### src/rtl/sp_uart_pkg.sv
package sp_uart_pkg;

   typedef enum logic [1:0] {
      PAR_NONE = 2'd0,
      PAR_EVEN = 2'd1,
      PAR_ODD  = 2'd2
   } par_mode_e;

   typedef enum logic [2:0] {
      FS_IDLE,
      FS_START,
      FS_DATA,
      FS_PAR,
      FS_STOP
   } frame_st_e;

   // Returns 1 when the mode adds a parity bit.
   function automatic logic par_on(input logic [1:0] m);
      return (par_mode_e'(m) == PAR_EVEN) || (par_mode_e'(m) == PAR_ODD);
   endfunction

   // Parity bit value, given the XOR of the data bits.
   function automatic logic par_value(input logic data_xor, input logic [1:0] m);
      return (par_mode_e'(m) == PAR_ODD) ? ~data_xor : data_xor;
   endfunction

endpackage

### src/rtl/sp_uart_sync.sv
module sp_uart_sync #(
   parameter int STAGES = 2
) (
   input  logic clk,
   input  logic rst_n,
   input  logic d,
   output logic q
);
   logic [STAGES-1:0] chain;

   genvar g;
   generate
      for (g = 0; g < STAGES; g++) begin : g_stage
         always_ff @(posedge clk or negedge rst_n) begin
            if (!rst_n) begin
               chain[g] <= 1'b1;
            end else begin
               chain[g] <= (g == 0) ? d : chain[(g == 0) ? 0 : g-1];
            end
         end
      end
   endgenerate

   assign q = chain[STAGES-1];
endmodule

### src/rtl/sp_uart_tx.sv
module sp_uart_tx
   import sp_uart_pkg::*;
#(
   parameter int DATA_W = 8,
   parameter int OVS    = 16
) (
   input  logic              clk,
   input  logic              rst_n,
   input  logic              tick,
   input  logic [1:0]        par_mode,
   input  logic              load_req,
   input  logic [DATA_W-1:0] load_data,
   output logic              load_ack,
   output logic              line,
   output logic              fin
);
   localparam int CNT_W = $clog2(OVS);
   localparam int IDX_W = $clog2(DATA_W);
   localparam logic [CNT_W-1:0] CNT_LAST = CNT_W'(OVS - 1);
   localparam logic [IDX_W-1:0] IDX_LAST = IDX_W'(DATA_W - 1);

   frame_st_e         st;
   logic [CNT_W-1:0]  cnt;
   logic [IDX_W-1:0]  idx;
   logic [DATA_W-1:0] shreg;
   logic              pbit;
   logic              pen;

   assign load_ack = (st == FS_IDLE) && load_req;

   always_ff @(posedge clk or negedge rst_n) begin
      if (!rst_n) begin
         st    <= FS_IDLE;
         cnt   <= '0;
         idx   <= '0;
         shreg <= '0;
         pbit  <= 1'b0;
         pen   <= 1'b0;
         line  <= 1'b1;
         fin   <= 1'b0;
      end else begin
         fin <= 1'b0;
         if (st == FS_IDLE) begin
            if (load_req) begin
               st    <= FS_START;
               line  <= 1'b0;
               shreg <= load_data;
               pbit  <= par_value(^load_data, par_mode);
               pen   <= par_on(par_mode);
               cnt   <= '0;
            end
         end else if (tick) begin
            if (cnt != CNT_LAST) begin
               cnt <= cnt + 1'b1;
            end else begin
               cnt <= '0;
               unique case (st)
                  FS_START: begin
                     st    <= FS_DATA;
                     idx   <= '0;
                     line  <= shreg[0];
                     shreg <= shreg >> 1;
                  end
                  FS_DATA: begin
                     if (idx == IDX_LAST) begin
                        st   <= pen ? FS_PAR : FS_STOP;
                        line <= pen ? pbit : 1'b1;
                     end else begin
                        idx   <= idx + 1'b1;
                        line  <= shreg[0];
                        shreg <= shreg >> 1;
                     end
                  end
                  FS_PAR: begin
                     st   <= FS_STOP;
                     line <= 1'b1;
                  end
                  FS_STOP: begin
                     st  <= FS_IDLE;
                     fin <= 1'b1;
                  end
                  default: st <= FS_IDLE;
               endcase
            end
         end
      end
   end
endmodule

### src/rtl/sp_uart_rx.sv
module sp_uart_rx
   import sp_uart_pkg::*;
#(
   parameter int DATA_W = 8,
   parameter int OVS    = 16
) (
   input  logic              clk,
   input  logic              rst_n,
   input  logic              tick,
   input  logic              en,
   input  logic [1:0]        par_mode,
   input  logic              line_s,
   output logic              fin,
   output logic [DATA_W-1:0] data,
   output logic              ferr,
   output logic              perr
);
   localparam int CNT_W = $clog2(OVS);
   localparam int IDX_W = $clog2(DATA_W);
   localparam logic [CNT_W-1:0] CNT_LAST = CNT_W'(OVS - 1);
   localparam logic [CNT_W-1:0] CNT_HALF = CNT_W'(OVS/2 - 1);
   localparam logic [IDX_W-1:0] IDX_LAST = IDX_W'(DATA_W - 1);

   frame_st_e         st;
   logic [CNT_W-1:0]  cnt;
   logic [IDX_W-1:0]  idx;
   logic [DATA_W-1:0] shreg;
   logic              perr_q;

   assign data = shreg;

   always_ff @(posedge clk or negedge rst_n) begin
      if (!rst_n) begin
         st     <= FS_IDLE;
         cnt    <= '0;
         idx    <= '0;
         shreg  <= '0;
         perr_q <= 1'b0;
         fin    <= 1'b0;
         ferr   <= 1'b0;
         perr   <= 1'b0;
      end else begin
         fin <= 1'b0;
         if (!en) begin
            st <= FS_IDLE;
         end else if (st == FS_IDLE) begin
            if (!line_s) begin
               st     <= FS_START;
               cnt    <= '0;
               perr_q <= 1'b0;
            end
         end else if (tick) begin
            if (st == FS_START) begin
               if (cnt == CNT_HALF) begin
                  cnt <= '0;
                  idx <= '0;
                  st  <= line_s ? FS_IDLE : FS_DATA;
               end else begin
                  cnt <= cnt + 1'b1;
               end
            end else if (cnt != CNT_LAST) begin
               cnt <= cnt + 1'b1;
            end else begin
               cnt <= '0;
               unique case (st)
                  FS_DATA: begin
                     shreg <= {line_s, shreg[DATA_W-1:1]};
                     if (idx == IDX_LAST) begin
                        st <= par_on(par_mode) ? FS_PAR : FS_STOP;
                     end else begin
                        idx <= idx + 1'b1;
                     end
                  end
                  FS_PAR: begin
                     perr_q <= line_s != par_value(^shreg, par_mode);
                     st     <= FS_STOP;
                  end
                  FS_STOP: begin
                     fin  <= 1'b1;
                     ferr <= ~line_s;
                     perr <= perr_q;
                     st   <= FS_IDLE;
                  end
                  default: st <= FS_IDLE;
               endcase
            end
         end
      end
   end
endmodule

### src/rtl/sp_uart_core.sv
module sp_uart_core #(
   parameter int DATA_W      = 8,
   parameter int OVS         = 16,
   parameter int SYNC_STAGES = 2
) (
   input  logic              clk,
   input  logic              rst_n,
   input  logic              baud_tick,
   input  logic              rx_en,
   input  logic              tx_en,
   input  logic [1:0]        par_mode,
   input  logic              bus_wr,
   input  logic              bus_rd,
   input  logic [DATA_W-1:0] bus_wdata,
   output logic [DATA_W-1:0] bus_rdata,
   input  logic              txc_ack,
   input  logic              rx_line,
   output logic              tx_line,
   output logic              rx_done,
   output logic              rx_frame_err,
   output logic              rx_par_err,
   output logic              tx_done,
   output logic              tx_empty
);
   generate
      if (OVS < 4 || (OVS % 2) != 0) begin : g_bad_ovs
         $error("OVS must be even and at least 4");
      end
      if (DATA_W < 5 || DATA_W > 9) begin : g_bad_width
         $error("DATA_W must lie between 5 and 9");
      end
      if (SYNC_STAGES < 2) begin : g_bad_sync
         $error("SYNC_STAGES must be at least 2");
      end
   endgenerate

   logic              rx_s;
   logic              hold_full;
   logic [DATA_W-1:0] hold_q;
   logic              load_ack;
   logic              tx_fin;
   logic              rx_fin;
   logic [DATA_W-1:0] rx_data;
   logic              rx_ferr;
   logic              rx_perr;
   logic              rbuf_full;
   logic [DATA_W-1:0] rbuf_q;
   logic              rbuf_fe;
   logic              rbuf_pe;
   logic              txc_q;

   sp_uart_sync #(.STAGES(SYNC_STAGES)) sync_i (
      .clk(clk), .rst_n(rst_n), .d(rx_line), .q(rx_s)
   );

   sp_uart_tx #(.DATA_W(DATA_W), .OVS(OVS)) tx_i (
      .clk(clk), .rst_n(rst_n), .tick(baud_tick), .par_mode(par_mode),
      .load_req(hold_full), .load_data(hold_q), .load_ack(load_ack),
      .line(tx_line), .fin(tx_fin)
   );

   sp_uart_rx #(.DATA_W(DATA_W), .OVS(OVS)) rx_i (
      .clk(clk), .rst_n(rst_n), .tick(baud_tick), .en(rx_en),
      .par_mode(par_mode), .line_s(rx_s), .fin(rx_fin),
      .data(rx_data), .ferr(rx_ferr), .perr(rx_perr)
   );

   // Transmit holding buffer
   always_ff @(posedge clk or negedge rst_n) begin
      if (!rst_n) begin
         hold_full <= 1'b0;
         hold_q    <= '0;
      end else if (bus_wr && tx_en && !hold_full) begin
         hold_full <= 1'b1;
         hold_q    <= bus_wdata;
      end else if (load_ack) begin
         hold_full <= 1'b0;
      end
   end

   // Transmission-finished flag
   always_ff @(posedge clk or negedge rst_n) begin
      if (!rst_n) begin
         txc_q <= 1'b0;
      end else if (tx_fin && !hold_full) begin
         txc_q <= 1'b1;
      end else if (txc_ack) begin
         txc_q <= 1'b0;
      end
   end

   // Receive buffer
   always_ff @(posedge clk or negedge rst_n) begin
      if (!rst_n) begin
         rbuf_full <= 1'b0;
         rbuf_q    <= '0;
         rbuf_fe   <= 1'b0;
         rbuf_pe   <= 1'b0;
      end else if (!rx_en) begin
         rbuf_full <= 1'b0;
      end else if (rx_fin) begin
         rbuf_full <= 1'b1;
         rbuf_q    <= rx_data;
         rbuf_fe   <= rx_ferr;
         rbuf_pe   <= rx_perr;
      end else if (bus_rd) begin
         rbuf_full <= 1'b0;
      end
   end

   assign bus_rdata    = rbuf_q;
   assign rx_done      = rbuf_full;
   assign rx_frame_err = rbuf_full & rbuf_fe;
   assign rx_par_err   = rbuf_full & rbuf_pe;
   assign tx_done      = txc_q;
   assign tx_empty     = ~hold_full;
endmodule

### config.mk
export PLATFORM = sky130hd
export DESIGN_NAME = sp_uart_core
export DESIGN_NICKNAME = d
export VERILOG_FILES = /design/src/rtl/sp_uart_pkg.sv /design/src/rtl/sp_uart_sync.sv /design/src/rtl/sp_uart_tx.sv /design/src/rtl/sp_uart_rx.sv /design/src/rtl/sp_uart_core.sv
export SDC_FILE = /design/constraint.sdc
export NUM_CORES = 1
export LEC_CHECK = 0
export BUFFER_PORTS_ARGS = -buffer_cell sky130_fd_sc_hd__buf_4
export CORE_MARGIN = 2
export CORE_UTILIZATION = 30
export CTS_BUF_LIST = sky130_fd_sc_hd__clkbuf_8 sky130_fd_sc_hd__clkbuf_16
export DETAILED_ROUTE_END_ITERATION = 16
export RECOVER_POWER = 100
export SYNTH_ARGS = -nofsm -noshare
export SYNTH_HDL_FRONTEND = slang
export SYNTH_SLANG_ARGS = --single-unit
### constraint.sdc
create_clock -name clk -period 3 [get_ports clk]
set_input_delay 0.45 -clock clk [delete_from_list [all_inputs] [get_ports clk]]
set_output_delay 0.45 -clock clk [all_outputs]
set_load 0.02 [all_outputs]
# == After elaboration in Yosys (flattened, before gate mapping) ==
# Index checks and enable logic that the tools add are counted.
# word_totals
reg_bits,67
inputBits,19
elab_cells,178
# classes
n_addsub,4
n_eq_ne,33
muxes,73
bitwise,11
reduce_logical,32
# op_table
cell,count
3-bit two-way mux,21
4-bit two-way mux,10
8-bit two-way mux,5
1-bit two-way mux,31
6-bit AND reduction,3
8-bit case mux with 2 select lines,1
8-bit parity,2
5-bit AND reduction,3
2-bit nonzero test,7
3-bit by 2-bit equality test with 1-bit output (second input constant),4
3-bit equality test (second input constant),4
3-bit case mux with 2 select lines,2
2-bit by 1-bit != test with 1-bit output (second input constant),5
1-bit NOT,9
3-bit case mux with 3 select lines,1
4-bit by 1-bit adder with 4-bit output (second input constant),2
2-bit != test (second input constant),4
4-bit != test (second input constant),2
4-bit AND reduction,2
7-bit AND reduction,1
3-bit by 1-bit adder with 3-bit output (second input constant),2
3-bit by 1-bit equality test with 1-bit output (second input constant),2
3-bit zero test,2
3-bit by 1-bit != test with 1-bit output (second input constant),2
other kinds (19),26

# == Longest topological paths before layout ==
# Gate-level depths: netlist of run 1.
# depth
word_depth,10
mapped_depth,8
ltp_nobuf,7

# == Hierarchy ==
# From an unflattened synthesis of run 1, not the netlist that was laid out.
# unflattened
hier_cells,299
area_unflattened_um2,3447.1
# by_module_without_submodules
mod,instances,cells_per_inst,area_per_inst_um2,seq_area_each_um2
sp_uart_tx,1,130,1322.5,551.8
sp_uart_rx,1,118,1270.0,550.5
sp_uart_core,1,49,802.0,525.5
sp_uart_sync,1,2,52.6,52.6

# == Worst setup path before layout of run 1 ==
# OpenSTA, ideal clock, no wires.
# synth_path
path_type,flip-flop to flip-flop
start,reg rx_i.idx[0]
end,reg rx_i.idx[0]
setup_time_ns,0.127
t_arrival_ns,2.047
slack_ns,0.826
path_stages_with_launch,6
period_less_slack_ns,2.174
path_cell_list,dfrtp_1 ha_1 ha_1 or4b_1 a2111oi_4 mux2_1
# synth_via
elab_chain_len,5
elab_cells_between_ends,8
cone_classes,1 x add/sub; 2 x eq/ne; 4 x mux; 1 x reduce/logical
# synth_lines
item,line,rtl
from (decl),sp_uart_rx.sv:26,logic [IDX_W-1:0] idx;
from (signal assigned),sp_uart_rx.sv:71,idx <= idx + 1'b1;
3-bit by 1-bit adder with 3-bit output,sp_uart_rx.sv:71,
3-bit two-way mux,sp_uart_rx.sv:68,if (idx == IDX_LAST) begin
3-bit two-way mux,sp_uart_rx.sv:65,unique case (st)
3-bit two-way mux,sp_uart_rx.sv:61,end else if (cnt != CNT_LAST) begin
3-bit two-way mux,sp_uart_rx.sv:53,if (st == FS_START) begin
# Parallel ways exist; a longest one is shown, timed or not. The select of a mux whose other input is x is not followed.
# A chain may end at the register's enable or synchronous reset.

# == Worst setup path in the final report of run 1 ==
# layout_path
start,reg tx_i.st[1]
end,reg tx_i.shreg[6]
# layout_via
elab_chain_len,5
elab_cells_between_ends,13
cone_classes,5 x eq/ne; 4 x mux; 4 x reduce/logical
# layout_lines
item,line,rtl
from (decl),sp_uart_tx.sv:22,frame_st_e st;
from (signal assigned),sp_uart_tx.sv:66,st <= pen ? FS_PAR : FS_STOP;
3-bit by 2-bit equality test with 1-bit output or 3-bit by 1-bit equality test with 1-bit output (tied branches),sp_uart_tx.sv:57,unique case (st)
8-bit case mux with 2 select lines,sp_uart_tx.sv:57,
8-bit two-way mux,sp_uart_tx.sv:53,if (cnt != CNT_LAST) begin
8-bit two-way mux,sp_uart_tx.sv:52,end else if (tick) begin
8-bit two-way mux,sp_uart_tx.sv:43,if (st == FS_IDLE) begin
to (signal assigned),sp_uart_tx.sv:47,shreg <= load_data;
to (signal assigned),sp_uart_tx.sv:62,shreg <= shreg >> 1;
to (signal assigned),sp_uart_tx.sv:71,shreg <= shreg >> 1;
to (decl),sp_uart_tx.sv:25,logic [DATA_W-1:0] shreg;
# Parallel ways exist; a longest one is shown, timed or not. The select of a mux whose other input is x is not followed.

==> results of run 1 <==
state kept, by name (all words and copies together), names as in the netlist, 3 cells and up:
name        flops
bus_rdata       8
hold_q          8
rx_i.data       8
tx_i.shreg      8
rx_i.cnt        4
tx_i.cnt        4
rx_i.idx        3
rx_i.st         3
tx_i.idx        3
tx_i.st         3
critical path, delay by kind of cell (launching register included):
kind	cells	cell delay [ns]
flops	1	0.53
compound gates	2	0.32
simple gates	3	1.38
layer usage:
metal	GRT usage, %	vias up	share of wire [%]
met5	0	-	0
li1	-	1117	-
met4	4.67	0	1.9
met1	15.2	1120	47
met2	17.5	36	47
met3	2.69	10	3.5
cell usage after synthesis (2+ instances only):
| cell | n | area, um2 |
|---|---|---|
| sky130_fd_sc_hd__nor3_1 | 4 | 20.0 |
| sky130_fd_sc_hd__and2_1 | 3 | 18.8 |
| sky130_fd_sc_hd__nand2_1 | 31 | 116 |
| sky130_fd_sc_hd__a211oi_1 | 3 | 22.5 |
| sky130_fd_sc_hd__a21boi_1 | 2 | 15.0 |
| sky130_fd_sc_hd__nand3_1 | 8 | 40.0 |
| sky130_fd_sc_hd__dfrtp_1 | 64 | 1600 |
| sky130_fd_sc_hd__a31o_2 | 2 | 17.5 |
| sky130_fd_sc_hd__a21o_1 | 2 | 15.0 |
| sky130_fd_sc_hd__nor2_1 | 12 | 45.0 |
| sky130_fd_sc_hd__mux2i_1 | 8 | 80.1 |
| sky130_fd_sc_hd__o21ai_0 | 27 | 135 |
| sky130_fd_sc_hd__clkbuf_1 | 7 | 26.3 |
| sky130_fd_sc_hd__xnor2_1 | 16 | 140 |
| sky130_fd_sc_hd__o31ai_1 | 4 | 30.0 |
| sky130_fd_sc_hd__o21ai_1 | 4 | 20.0 |
| sky130_fd_sc_hd__mux2_1 | 3 | 33.8 |
| sky130_fd_sc_hd__buf_2 | 3 | 15.0 |
| sky130_fd_sc_hd__nand2b_1 | 5 | 31.3 |
| sky130_fd_sc_hd__a21oi_1 | 5 | 25.0 |
| sky130_fd_sc_hd__nor2b_1 | 4 | 25.0 |
| sky130_fd_sc_hd__a22oi_1 | 2 | 15.0 |
| sky130_fd_sc_hd__ha_1 | 7 | 87.6 |
| sky130_fd_sc_hd__dfstp_2 | 3 | 78.8 |
| sky130_fd_sc_hd__inv_1 | 10 | 37.5 |
| sky130_fd_sc_hd__a22o_1 | 2 | 17.5 |
| sky130_fd_sc_hd__and3_1 | 3 | 18.8 |
| sky130_fd_sc_hd__nand4_1 | 3 | 18.8 |
| sky130_fd_sc_hd__mux2_2 | 25 | 282 |
| sky130_fd_sc_hd__xor2_1 | 3 | 26.3 |
| sky130_fd_sc_hd__or3_1 | 3 | 18.8 |
cell families after synthesis:
| group | count (synthesis) |
|---|---|
| fa+ha+maj | 7 |
| xor+xnor | 19 |
| buf+inv | 22 |
| flops | 67 |
| compound gates | 59 |
| simple gates | 88 |
| mux | 37 |
layout make-up:
type,instances,area [um2]
Tap cell,140,175
Multi-Input combinational cell,210,1510
Clock inverter,6,63.8
Sequential cell,67,1680
Fill cell,1085,7000
Timing Repair Buffer,33,193
Clock buffer,10,138
Inverter,10,37.5
power breakdown:
group | leakage (nW) | internal (mW) | switching, mW | total, mW
combinational | 0.711 | 0.424 | 0.440 | 0.864
sequential | 0.857 | 1.09 | 0.199 | 1.29
clock | 0.0987 | 0.406 | 0.357 | 0.763
total | 1.67 | 1.92 | 0.997 | 2.92
how the worst max path moves through the flow:
stage / end / slack (ns) / start / cells past startpoint
CTS: rx_i.idx[0] / 0.71 / rx_i.idx[0] / 5
detailed placement: rx_i.idx[0] / 0.70 / rx_i.idx[0] / 5
floorplan: rx_i.idx[0] / 0.83 / rx_i.idx[0] / 5
global route: tx_i.shreg[2] / 0.45 / tx_i.st[1] / 5
finish: tx_i.shreg[6] / 0.63 / tx_i.st[1] / 5
global placement: rx_i.idx[0] / 0.79 / rx_i.idx[0] / 5
==> impl_summary.log, run 1 <==
[metrics] FMAX: 0.422 GHz
[metrics] Max H-tree Level: 3
[metrics] largest net degree at the start of global routing: 68
[metrics] basic-gate share of the synthesized area counting and, or, nand and nor cells: 14.7%
[metrics] endpoint of the worst register-to-register path: tx_i.shreg[6]
[metrics] area of the die: between 0.01 and 0.015 mm2
[metrics] sum of internal, switching and leakage power: 2.92 mW
[metrics] Num CTS Buffers: 9
[metrics] final number of setup-violating endpoints: 0
[metrics] Seq/Total Area, Yosys: 50.8%
[metrics] slowest stage cell, crit path: sky130_fd_sc_hd__nor4b_1
[metrics] Post-CTS Setup Repair Bufs: 0
[metrics] Max FO, Critical Path: 16
[metrics] number of hold buffers added after cts: 0
[metrics] root cell of the clock tree: sky130_fd_sc_hd__clkbuf_8
[metrics] share of final-layout standard cells stronger than drive strength 1: 20.5%
[metrics] initial DRC count: 134
[metrics] row count: 38
[metrics] number of antenna violations at the first check in global routing: 0
[metrics] post-detail-place hpwl: 4.25 mm
[metrics] number of global-route vias before repair: 2272
[metrics] Die Y-Extent: between 100 and 150 um
[metrics] minimum setup slack among reg-to-reg paths: 0.63 ns
[metrics] number of hold violations in the final report: 0
[metrics] area share of xor/xnor cells in the synthesized design: 5.03%
[metrics] endpoint of the worst hold-timing path: sync_i.chain[0]
[metrics] Worst Setup Start Kind: flip-flop
[metrics] mux contribution to synthesized area: 12.6%
[metrics] warning count from the yosys run: 0
[metrics] Max Slew Vio Count: 68
[metrics] leading register cell type out of synthesis: sky130_fd_sc_hd__dfrtp_1
[metrics] clk sinks: 67
[metrics] r2r worst-path depth: 5
[metrics] worst hold stages: 1
[metrics] beginning of the worst hold path: rx_line
[metrics] Area after DPL: between 0.003 and 0.004 mm2
[metrics] most common cell after layout, fill and taps aside: sky130_fd_sc_hd__dfrtp_1
[metrics] Max Cap Viol: 1
[metrics] nets in the synthesized netlist: 325
[metrics] number of detailed-route iterations in the first pass: 4
[metrics] top-level port count: 33
[metrics] Area growth, synth to finish: 14.6%
[metrics] headroom to the max-slew limit: -9.51%
[metrics] area of the core: 0.0108 mm2
[metrics] unrepaired setup endpoints after global routing: false
[metrics] post-layout utilization of the core: 35.1%
[metrics] total negative slack: 0 ns
[metrics] Hold Path Class: primary input to flip-flop
[metrics] clock latency on the worst-skew pair: 0.34 ns
[metrics] worst-case hold slack: ~0.21 ns
[metrics] Layout Cells excl Fill: 476
[metrics] Post-Layout Inst Area: 0.00379 mm2
[metrics] total global routing track utilization: 11.3%
[metrics] Cell Pwr Density: between 700 and 800 mW/mm2
[metrics] IR drop worst, VDD: 0.000358 V
[metrics] cell breakdown of the critical path: nor4b_1 -> a31o_2 -> nand3b_1 -> nand2_1 -> o21ai_0
[metrics] share of the synthesized area in compound gates (AO/OA/AOI/OAI): 11.5%
[metrics] area share of fa/ha/maj cells after synthesis: roughly 2.6%
[metrics] critical path class: flip-flop to flip-flop
[metrics] leakage dissipation: between 1.5 and 2 nW
[metrics] global route overflow: 0
[metrics] #FFs+latches synth: 67
[metrics] Post-synth EDFFs: 0
[metrics] shortest period the worst path allows: 2.37 ns
[metrics] Cell Count Post-Placement: 460
[metrics] violated checks: max-capacitance violations, max-slew violations
[metrics] via density per instance: 4.80
[metrics] die span in x: 109 um
[metrics] crit path setup slack, layout: 0.631 ns
[metrics] Clk pin slew, worst setup/hold paths: 0.08 ns
[metrics] status: finished, violations left
[metrics] maximum buffer depth of the clock tree: 2
[metrics] final weighted congestion of routability-driven global placement: 0.808
[metrics] combined area of all synthesized cells: 0.00331 mm2
[metrics] detailed-route via count: 2283
[metrics] antenna violation net count after detailed routing: 0
[metrics] required time of the worst setup path: 3.20 ns
[metrics] worst stage delay on the critical path: 0.82 ns
[metrics] clock tree from TritonCTS: yes
[metrics] Post-route DRC: 0
[metrics] category of the worst setup path capture point: flip-flop
[metrics] first-pass GRT wire length: 10.6 mm
[metrics] final antenna diode count: 0
[metrics] signal arrival time at the worst endpoint: 2.57 ns
[metrics] number of standard cells after synthesis: 299
[metrics] starting density of the core: 30.7%
[metrics] asr flop ratio synth: 100%
[metrics] actual slew at the worst max-slew pin: 1.64 ns
[metrics] number of distinct library cells after synthesis: 52
[metrics] total detailed-routing wirelength: 6.04 mm
[metrics] DP Worst Slack: 0.703 ns
[metrics] number of buffers added on ports: 32
[metrics] Reg-to-Reg Start: tx_i.st[1]
[metrics] nets@finish: ~360
[metrics] average cell area after synthesis: 11.1 um2
[metrics] number of resized instances in the post-cts repair step: 0
[metrics] highest-count cells in the layout ignoring fill and taps: sky130_fd_sc_hd__dfrtp_1 (64), sky130_fd_sc_hd__nand2_1 (31), sky130_fd_sc_hd__o21ai_0 (30)
[metrics] dominant combinational cell family by area after synthesis: simple AND/OR/NAND/NOR gates
[metrics] post-detailed-route wirelength per cell: between 10 and 15 um
[metrics] share of the clock period used by the worst path after layout: 79.0%
[metrics] maximum clock skew at final layout: 0.00581 ns
No activity file was read; power rests on OpenSTA's default activity.
==> inputs of run 2 (changes only) <==
- clock period: 3 -> 2.2 ns (I/O delays scaled with it)
==> impl_summary.log, run 2 (synthesis gave the netlist of run 1 again) <==
[metrics] status: finished, violations left
[metrics] violated checks: max-capacitance violations, max-slew violations
[metrics] Flop pwr share: 40.9% (-3.4 points)
[metrics] slowest stage cell, crit path: sky130_fd_sc_hd__or4b_4
[metrics] root cell of the clock tree: sky130_fd_sc_hd__clkbuf_8
[metrics] Cell Pwr Density: 1070 mW/mm2 (+39%)
[metrics] most frequent cell on the critical path: sky130_fd_sc_hd__ha_1
[metrics] row count: 38 (unchanged)
[metrics] area of the die: 0.0119 mm2 (unchanged)
[metrics] detailed-route via count: 2322 (+1.7%)
[metrics] most common cell after layout, fill and taps aside: sky130_fd_sc_hd__dfrtp_1
[metrics] worst stage delay on the critical path: 0.51 ns (-0.31 ns)
[metrics] total global routing track utilization: 11.5% (+0.15 points)
[metrics] final number of setup-violating endpoints: 0 (unchanged)
[metrics] number of hold buffers added after cts: 0 (unchanged)
[metrics] Post-route DRC: 0 (unchanged)
[metrics] clock latency on the worst-skew pair: 0.34 ns (about the same)
[metrics] highest-count cells in the layout ignoring fill and taps: sky130_fd_sc_hd__dfrtp_1 (64), sky130_fd_sc_hd__nand2_1 (31), sky130_fd_sc_hd__o21ai_0 (28)
[metrics] cell breakdown of the critical path: ha_1 -> ha_1 -> or4b_4 -> a2111oi_4 -> mux2_4
[metrics] post-detail-place hpwl: 4.43 mm (+4.4%)
[metrics] r2r worst-path depth: 5 (unchanged)
[metrics] Worst Setup Start Kind: flip-flop
[metrics] headroom to the max-slew limit: -8.24% (+1.3 points)
[metrics] Sw Ratio: 32.7% (-1.4 points)
[metrics] Max Cap Viol: 1 (unchanged)
[metrics] area of the core: 0.0108 mm2 (unchanged)
[metrics] Reg-to-Reg Start: rx_i.idx[0]
[metrics] Max FO, Critical Path: 3 (-13)
[metrics] portion of total power attributed to the clock network: 27.9% (+1.8 points)
[metrics] Hold Path Class: primary input to flip-flop
[metrics] initial DRC count: 103 (-23%)
[metrics] number of antenna violations at the first check in global routing: 0 (unchanged)
[metrics] nets@finish: 368 (+3.1%)
[metrics] IR drop worst, VDD: 0.000589 V (+65%)
[metrics] routed metal-1 wire length: 2.98 mm (+4.3%)
[metrics] maximum clock skew at final layout: 0.00701 ns (+0.00121 ns)
[metrics] shortest period the worst path allows: 2.09 ns (-0.275 ns)
[metrics] Max H-tree Level: 3 (unchanged)
[metrics] sum of met2 wire segment lengths after detailed routing: 2.91 mm (+1.8%)
[metrics] post-detailed-route wirelength per cell: 12.7 um (+0.10%)
[metrics] first-pass GRT wire length: 10.7 mm (+0.72%)
[metrics] switching component of the power: 1.36 mW (+37%)
[metrics] actual slew at the worst max-slew pin: 1.62 ns (-0.0190 ns)
[metrics] Max Slew Vio Count: 68 (unchanged)
[metrics] crit path setup slack, layout: 0.106 ns (-0.525 ns)
[metrics] FMAX: 0.478 GHz (+13%)
[metrics] clk sinks: 67 (unchanged)
[metrics] Die Y-Extent: 109 um (unchanged)
[metrics] Post-Layout Inst Area: 0.00389 mm2 (+2.6%)
[metrics] number of detailed-route iterations in the first pass: 4 (unchanged)
[metrics] share of power burned in combinational logic: 31.2% (+1.6 points)
[metrics] Post-CTS Setup Repair Bufs: 0 (unchanged)
[metrics] share of the clock period used by the worst path after layout: 95.2% (+16 points)
[metrics] Num CTS Buffers: 9 (unchanged)
[metrics] clock tree from TritonCTS: yes
[metrics] Area after DPL: 0.00376 mm2 (+2.2%)
[metrics] category of the worst setup path capture point: flip-flop
[metrics] top-level port count: 33 (unchanged)
[metrics] final weighted congestion of routability-driven global placement: 0.769 (-4.9%)
[metrics] maximum buffer depth of the clock tree: 2 (unchanged)
[metrics] beginning of the worst hold path: rx_line
[metrics] worst hold stages: 1 (unchanged)
[metrics] Area growth, synth to finish: 17.5%
[metrics] number of buffers added on ports: 32 (unchanged)
[metrics] signal arrival time at the worst endpoint: 2.32 ns (-0.25 ns)
[metrics] number of global-route vias before repair: 2237 (-1.5%)
[metrics] antenna violation net count after detailed routing: 0 (unchanged)
[metrics] worst-case hold slack: 0.0886 ns (-0.120 ns)
[metrics] critical path class: flip-flop to flip-flop
[metrics] global route overflow: 0 (unchanged)
[metrics] starting density of the core: 30.7% (unchanged)
[metrics] sum of internal, switching and leakage power: 4.16 mW (+42%)
[metrics] cell internal power dissipation: 2.80 mW (+46%)
[metrics] total negative slack: 0 ns (unchanged)
[metrics] Clk pin slew, worst setup/hold paths: 0.07 ns (about the same)
[metrics] endpoint of the worst register-to-register path: rx_i.idx[0]
[metrics] unrepaired setup endpoints after global routing: false
[metrics] DP Worst Slack: -0.00706 ns (-0.710 ns)
[metrics] number of hold violations in the final report: 0 (unchanged)
[metrics] leakage dissipation: 1.73 nW (+3.7%)
[metrics] Filler Cell Count: 1075 (-0.92%)
[metrics] share of final-layout standard cells stronger than drive strength 1: 22.2% (+1.7 points)
[metrics] minimum setup slack among reg-to-reg paths: 0.11 ns (-0.52 ns)
[metrics] met3 routed WL: 188 um (-11%)
[metrics] endpoint of the worst hold-timing path: sync_i.chain[0]
[metrics] total detailed-routing wirelength: 6.19 mm (+2.4%)
[metrics] final antenna diode count: 0 (unchanged)
[metrics] largest net degree at the start of global routing: 68 (unchanged)
[metrics] required time of the worst setup path: 2.43 ns (-0.77 ns)
[metrics] via density per instance: 4.77 (-0.59%)
[metrics] die span in x: 109 um (unchanged)
[metrics] max layer used: met4
[run 2: cell count changes in the layout (fill, tap and decap cells not counted), moves of 2 or more]
cell                         previous run  this run
sky130_fd_sc_hd__buf_4                 17        21
sky130_fd_sc_hd__clkbuf_1              14        20
sky130_fd_sc_hd__clkinvlp_4             2         0
sky130_fd_sc_hd__mux2_1                 4         2
sky130_fd_sc_hd__o21ai_0               30        28
sky130_fd_sc_hd__o21ai_1                1         3
[run 2: per-layer routing]
metal  vias up  GRT usage (%)
met5         -              0
met4         0           4.67
met3         8           2.87
met2        26           18.1
met1      1139           15.1
li1       1149              -
[run 2: power groups by stage]
| stage | clock network [mW] | registers [mW] | logic (mW) |
|---|---|---|---|
| after floorplan | 0 | 1.67 | 1.05 |
| after global placement | 0 | 1.71 | 1.35 |
| after detailed placement | 0 | 1.73 | 1.38 |
| after CTS | 1.19 | 1.71 | 1.39 |
| after global routing | 1.24 | 1.74 | 1.48 |
| final | 1.16 | 1.70 | 1.30 |
[run 2: repair_timing]
item,CTS,global route
setup endpoints to repair,1,3
pin swaps,0,1
gates resized for setup,1,1
[run 2: worst max path at each step]
stage,from,to,slack (ns),depth (start not counted)
6_report,rx_i.idx[0],rx_i.idx[0],0.11,5
3_3_place_gp,rx_i.idx[0],rx_i.idx[0],0.05,5
4_1_cts,rx_i.idx[0],rx_i.idx[0],0.03,5
3_5_place_dp,rx_i.idx[0],rx_i.idx[0],-0.007,5
5_1_grt,rx_i.idx[0],rx_i.idx[2],0.02,7
2_1_floorplan,rx_i.idx[0],rx_i.idx[0],0.03,5
[run 2: final cells by class]
class	instances	area (um2)	area share [%]
Clock inverter	5	75.1	1.93
Inverter	10	37.5	0.965
Sequential cell	67	1680	43.2
Timing Repair Buffer	44	250	6.43
Clock buffer	11	151	3.89
Tap cell	140	175	4.50
Multi-Input combinational cell	210	1520	39.1
[run 2: critical path: cells and delay by family (launching register included)]
kind | cells | cell delay, ns
muxes | 1 | 0.33
AOI/OAI and AO/OA | 1 | 0.35
and+or+nand+nor | 1 | 0.51
DFF | 1 | 0.41
adders and majority gates | 2 | 0.38
[run 2: through the flow]
step / std cells / util, %
3_3_place_gp: 471 / 34.9
3_5_place_dp: 471 / 34.9
2_1_floorplan: 299 / -
4_1_cts: 487 / 37.0
6_report: 487 / 36.1
5_1_grt: 487 / 36.1
==> inputs of run 3 (changes only) <==
- CTS_BUF_LIST: sky130_fd_sc_hd__clkbuf_8 sky130_fd_sc_hd__clkbuf_16 -> sky130_fd_sc_hd__clkbuf_2
==> impl_summary.log, run 3 (synthesis gave the netlist of run 1 again) <==
[metrics] root cell of the clock tree: sky130_fd_sc_hd__clkbuf_2
[metrics] FMAX: 0.479 GHz (+0.27%)
[metrics] cell breakdown of the critical path: ha_1 -> ha_1 -> or4b_4 -> a2111oi_4 -> mux2_1
[metrics] Layout Cells excl Fill: 494 (+1.4%)
[metrics] highest-count cells in the layout ignoring fill and taps: sky130_fd_sc_hd__dfrtp_1 (64), sky130_fd_sc_hd__nand2_1 (31), sky130_fd_sc_hd__o21ai_0 (28)
[metrics] number of detailed-route iterations in the first pass: 4 (unchanged)
[metrics] Max Slew Vio Count: 68 (unchanged)
[metrics] post-detailed-route wirelength per cell: 12.6 um (-1.0%)
[metrics] Area after DPL: 0.00376 mm2 (unchanged)
[metrics] number of global-route vias before repair: 2301 (+2.9%)
[metrics] clock latency on the worst-skew pair: 0.50 ns (+0.16 ns)
[metrics] IR drop worst, VDD: 0.000714 V (+21%)
[metrics] global route overflow: 0 (unchanged)
[metrics] Worst Setup Start Kind: flip-flop
[metrics] Cell Count Post-Placement: 471 (unchanged)
[metrics] die span in x: 109 um (unchanged)
[metrics] first-pass GRT wire length: 10.8 mm (+1.2%)
[metrics] antenna violation net count after detailed routing: 0 (unchanged)
[metrics] area of the die: 0.0119 mm2 (unchanged)
[metrics] Max FO, Critical Path: 2 (-1)
[metrics] shortest period the worst path allows: 2.09 ns (-0.00563 ns)
[metrics] initial DRC count: 76 (-26%)
[metrics] most frequent cell on the critical path: sky130_fd_sc_hd__ha_1
[metrics] number of buffers added on ports: 32 (unchanged)
[metrics] number of hold violations in the final report: 0 (unchanged)
[metrics] via density per instance: 4.76 (-0.27%)
[metrics] area of the core: 0.0108 mm2 (unchanged)
[metrics] headroom to the max-slew limit: -7.43% (+0.80 points)
[metrics] Clk pin slew, worst setup/hold paths: 0.17 ns (+0.10 ns)
[metrics] Area growth, synth to finish: 16.6%
[metrics] Hold Path Class: primary input to flip-flop
[metrics] total detailed-routing wirelength: 6.21 mm (+0.40%)
[metrics] beginning of the worst hold path: bus_wdata[4]
[metrics] status: finished, violations left
[metrics] Max H-tree Level: 3 (unchanged)
[metrics] minimum setup slack among reg-to-reg paths: 0.11 ns (about the same)
[metrics] slowest stage cell, crit path: sky130_fd_sc_hd__or4b_4
[metrics] worst stage delay on the critical path: 0.51 ns (about the same)
[metrics] Max Cap Viol: 1 (unchanged)
[metrics] clk sinks: 67 (unchanged)
[metrics] required time of the worst setup path: 2.59 ns (+0.16 ns)
[metrics] share of final-layout standard cells stronger than drive strength 1: 21.5% (-0.72 points)
[metrics] endpoint of the worst hold-timing path: hold_q[4]
[metrics] maximum clock skew at final layout: 0.0216 ns (+0.0146 ns)
[metrics] post-detail-place hpwl: 4.43 mm (unchanged)
[metrics] Filler Cell Count: 1097 (+2.0%)
[metrics] Post-Layout Inst Area: 0.00386 mm2 (-0.77%)
[metrics] top-level port count: 33 (unchanged)
[metrics] leakage dissipation: 1.73 nW (about the same)
[metrics] number of antenna violations at the first check in global routing: 0 (unchanged)
[metrics] critical path class: flip-flop to flip-flop
[metrics] clock tree from TritonCTS: yes
[metrics] final number of setup-violating endpoints: 0 (unchanged)
[metrics] Num CTS Buffers: 9 (unchanged)
[metrics] category of the worst setup path capture point: flip-flop
[metrics] endpoint of the worst register-to-register path: rx_i.idx[0]
[metrics] Reg-to-Reg Start: rx_i.idx[0]
[metrics] Post-route DRC: 0 (unchanged)
[metrics] largest net degree at the start of global routing: 68 (unchanged)
[metrics] starting density of the core: 30.7% (unchanged)
[metrics] final antenna diode count: 0 (unchanged)
[metrics] row count: 38 (unchanged)
[metrics] violated checks: max-capacitance violations, max-slew violations
[metrics] Die Y-Extent: 109 um (unchanged)
[metrics] unrepaired setup endpoints after global routing: false
[metrics] maximum buffer depth of the clock tree: 2 (unchanged)
[metrics] storage element area: 0.00168 mm2 (unchanged)
[metrics] total global routing track utilization: 11.7% (+0.22 points)
[metrics] Cell Pwr Density: 986 mW/mm2 (-7.8%)
[metrics] area of the multi-input gates: 0.00152 mm2 (-0.25%)
[metrics] r2r worst-path depth: 5 (unchanged)
[metrics] signal arrival time at the worst endpoint: 2.48 ns (+0.16 ns)
[metrics] detailed-route via count: 2349 (+1.2%)
[metrics] nets@finish: 375 (+1.9%)
[metrics] final weighted congestion of routability-driven global placement: 0.769 (unchanged)
[metrics] share of the clock period used by the worst path after layout: 94.9% (-0.26 points)
[metrics] most common cell after layout, fill and taps aside: sky130_fd_sc_hd__dfrtp_1
[metrics] worst hold stages: 2 (+1)
[metrics] actual slew at the worst max-slew pin: 1.61 ns (-0.0121 ns)
run 3: worst max-delay path: cells and delay by family (launching register included):
kind | cells | cell delay [ns]
flops | 1 | 0.42
mux | 1 | 0.36
simple gates | 1 | 0.51
fa+ha+maj | 2 | 0.38
compound gates | 1 | 0.33
run 3: cell type report:
type                    count  area share, %
inverters                  10          0.972
well taps                 140           4.54
repair buffers             51           8.36
clock inverters             7           2.14
flip-flops and latches     67           43.5
multi-input cells         210           39.3
clock buffers               9           1.17
run 3: timing repair:
item / CTS / global route
setup endpoints to repair: 1 / 3
pin swaps: 0 / 1
hold endpoints to repair: 68 / 1
hold buffers: 5 / 1
resized for setup: 1 / 0
buffers inserted: 0 / 1
run 3: worst max path at each step:
| stage | startpoint | endpoint |
|---|---|---|
| finish | rx_i.idx[0] | rx_i.idx[0] |
| global placement | rx_i.idx[0] | rx_i.idx[0] |
| global route | rx_i.idx[0] | rx_i.idx[0] |
| detailed placement | rx_i.idx[0] | rx_i.idx[0] |
| floorplan | rx_i.idx[0] | rx_i.idx[0] |
| CTS | rx_i.idx[0] | rx_i.idx[0] |
run 3: metal layers:
metal / GRT usage (%) / part of all wire [%] / up-vias
li1: - / - / 1160
met1: 14.9 / 47 / 1148
met2: 18.6 / 48 / 26
met3: 2.45 / 2.4 / 15
met4: 6.14 / 2.5 / 0
met5: 0 / 0 / -
run 3: metrics by stage:
step | setup TNS [ns] | worst slack [ns] | util (%) | hold WS, ns | power [mW]
floorplan | 0 | 0.0258 | - | 0.0344 | 2.72
global placement | 0 | 0.0510 | 34.9 | 0.346 | 3.06
detailed placement | -0.00706 | -0.00706 | 34.9 | 0.348 | 3.11
CTS | 0 | 0.0155 | 36.6 | 0.00183 | 3.94
global route | 0 | 0.0126 | 35.8 | 0.00578 | 4.12
finish | 0 | 0.112 | 35.8 | 0.0616 | 3.81
run 3: report_power, final:
group | switching (mW) | internal [mW] | leakage, nW
registers | 0.207 | 1.49 | 0.857
logic | 0.689 | 0.624 | 0.791
clock network | 0.435 | 0.364 | 0.0805
total | 1.33 | 2.47 | 1.73
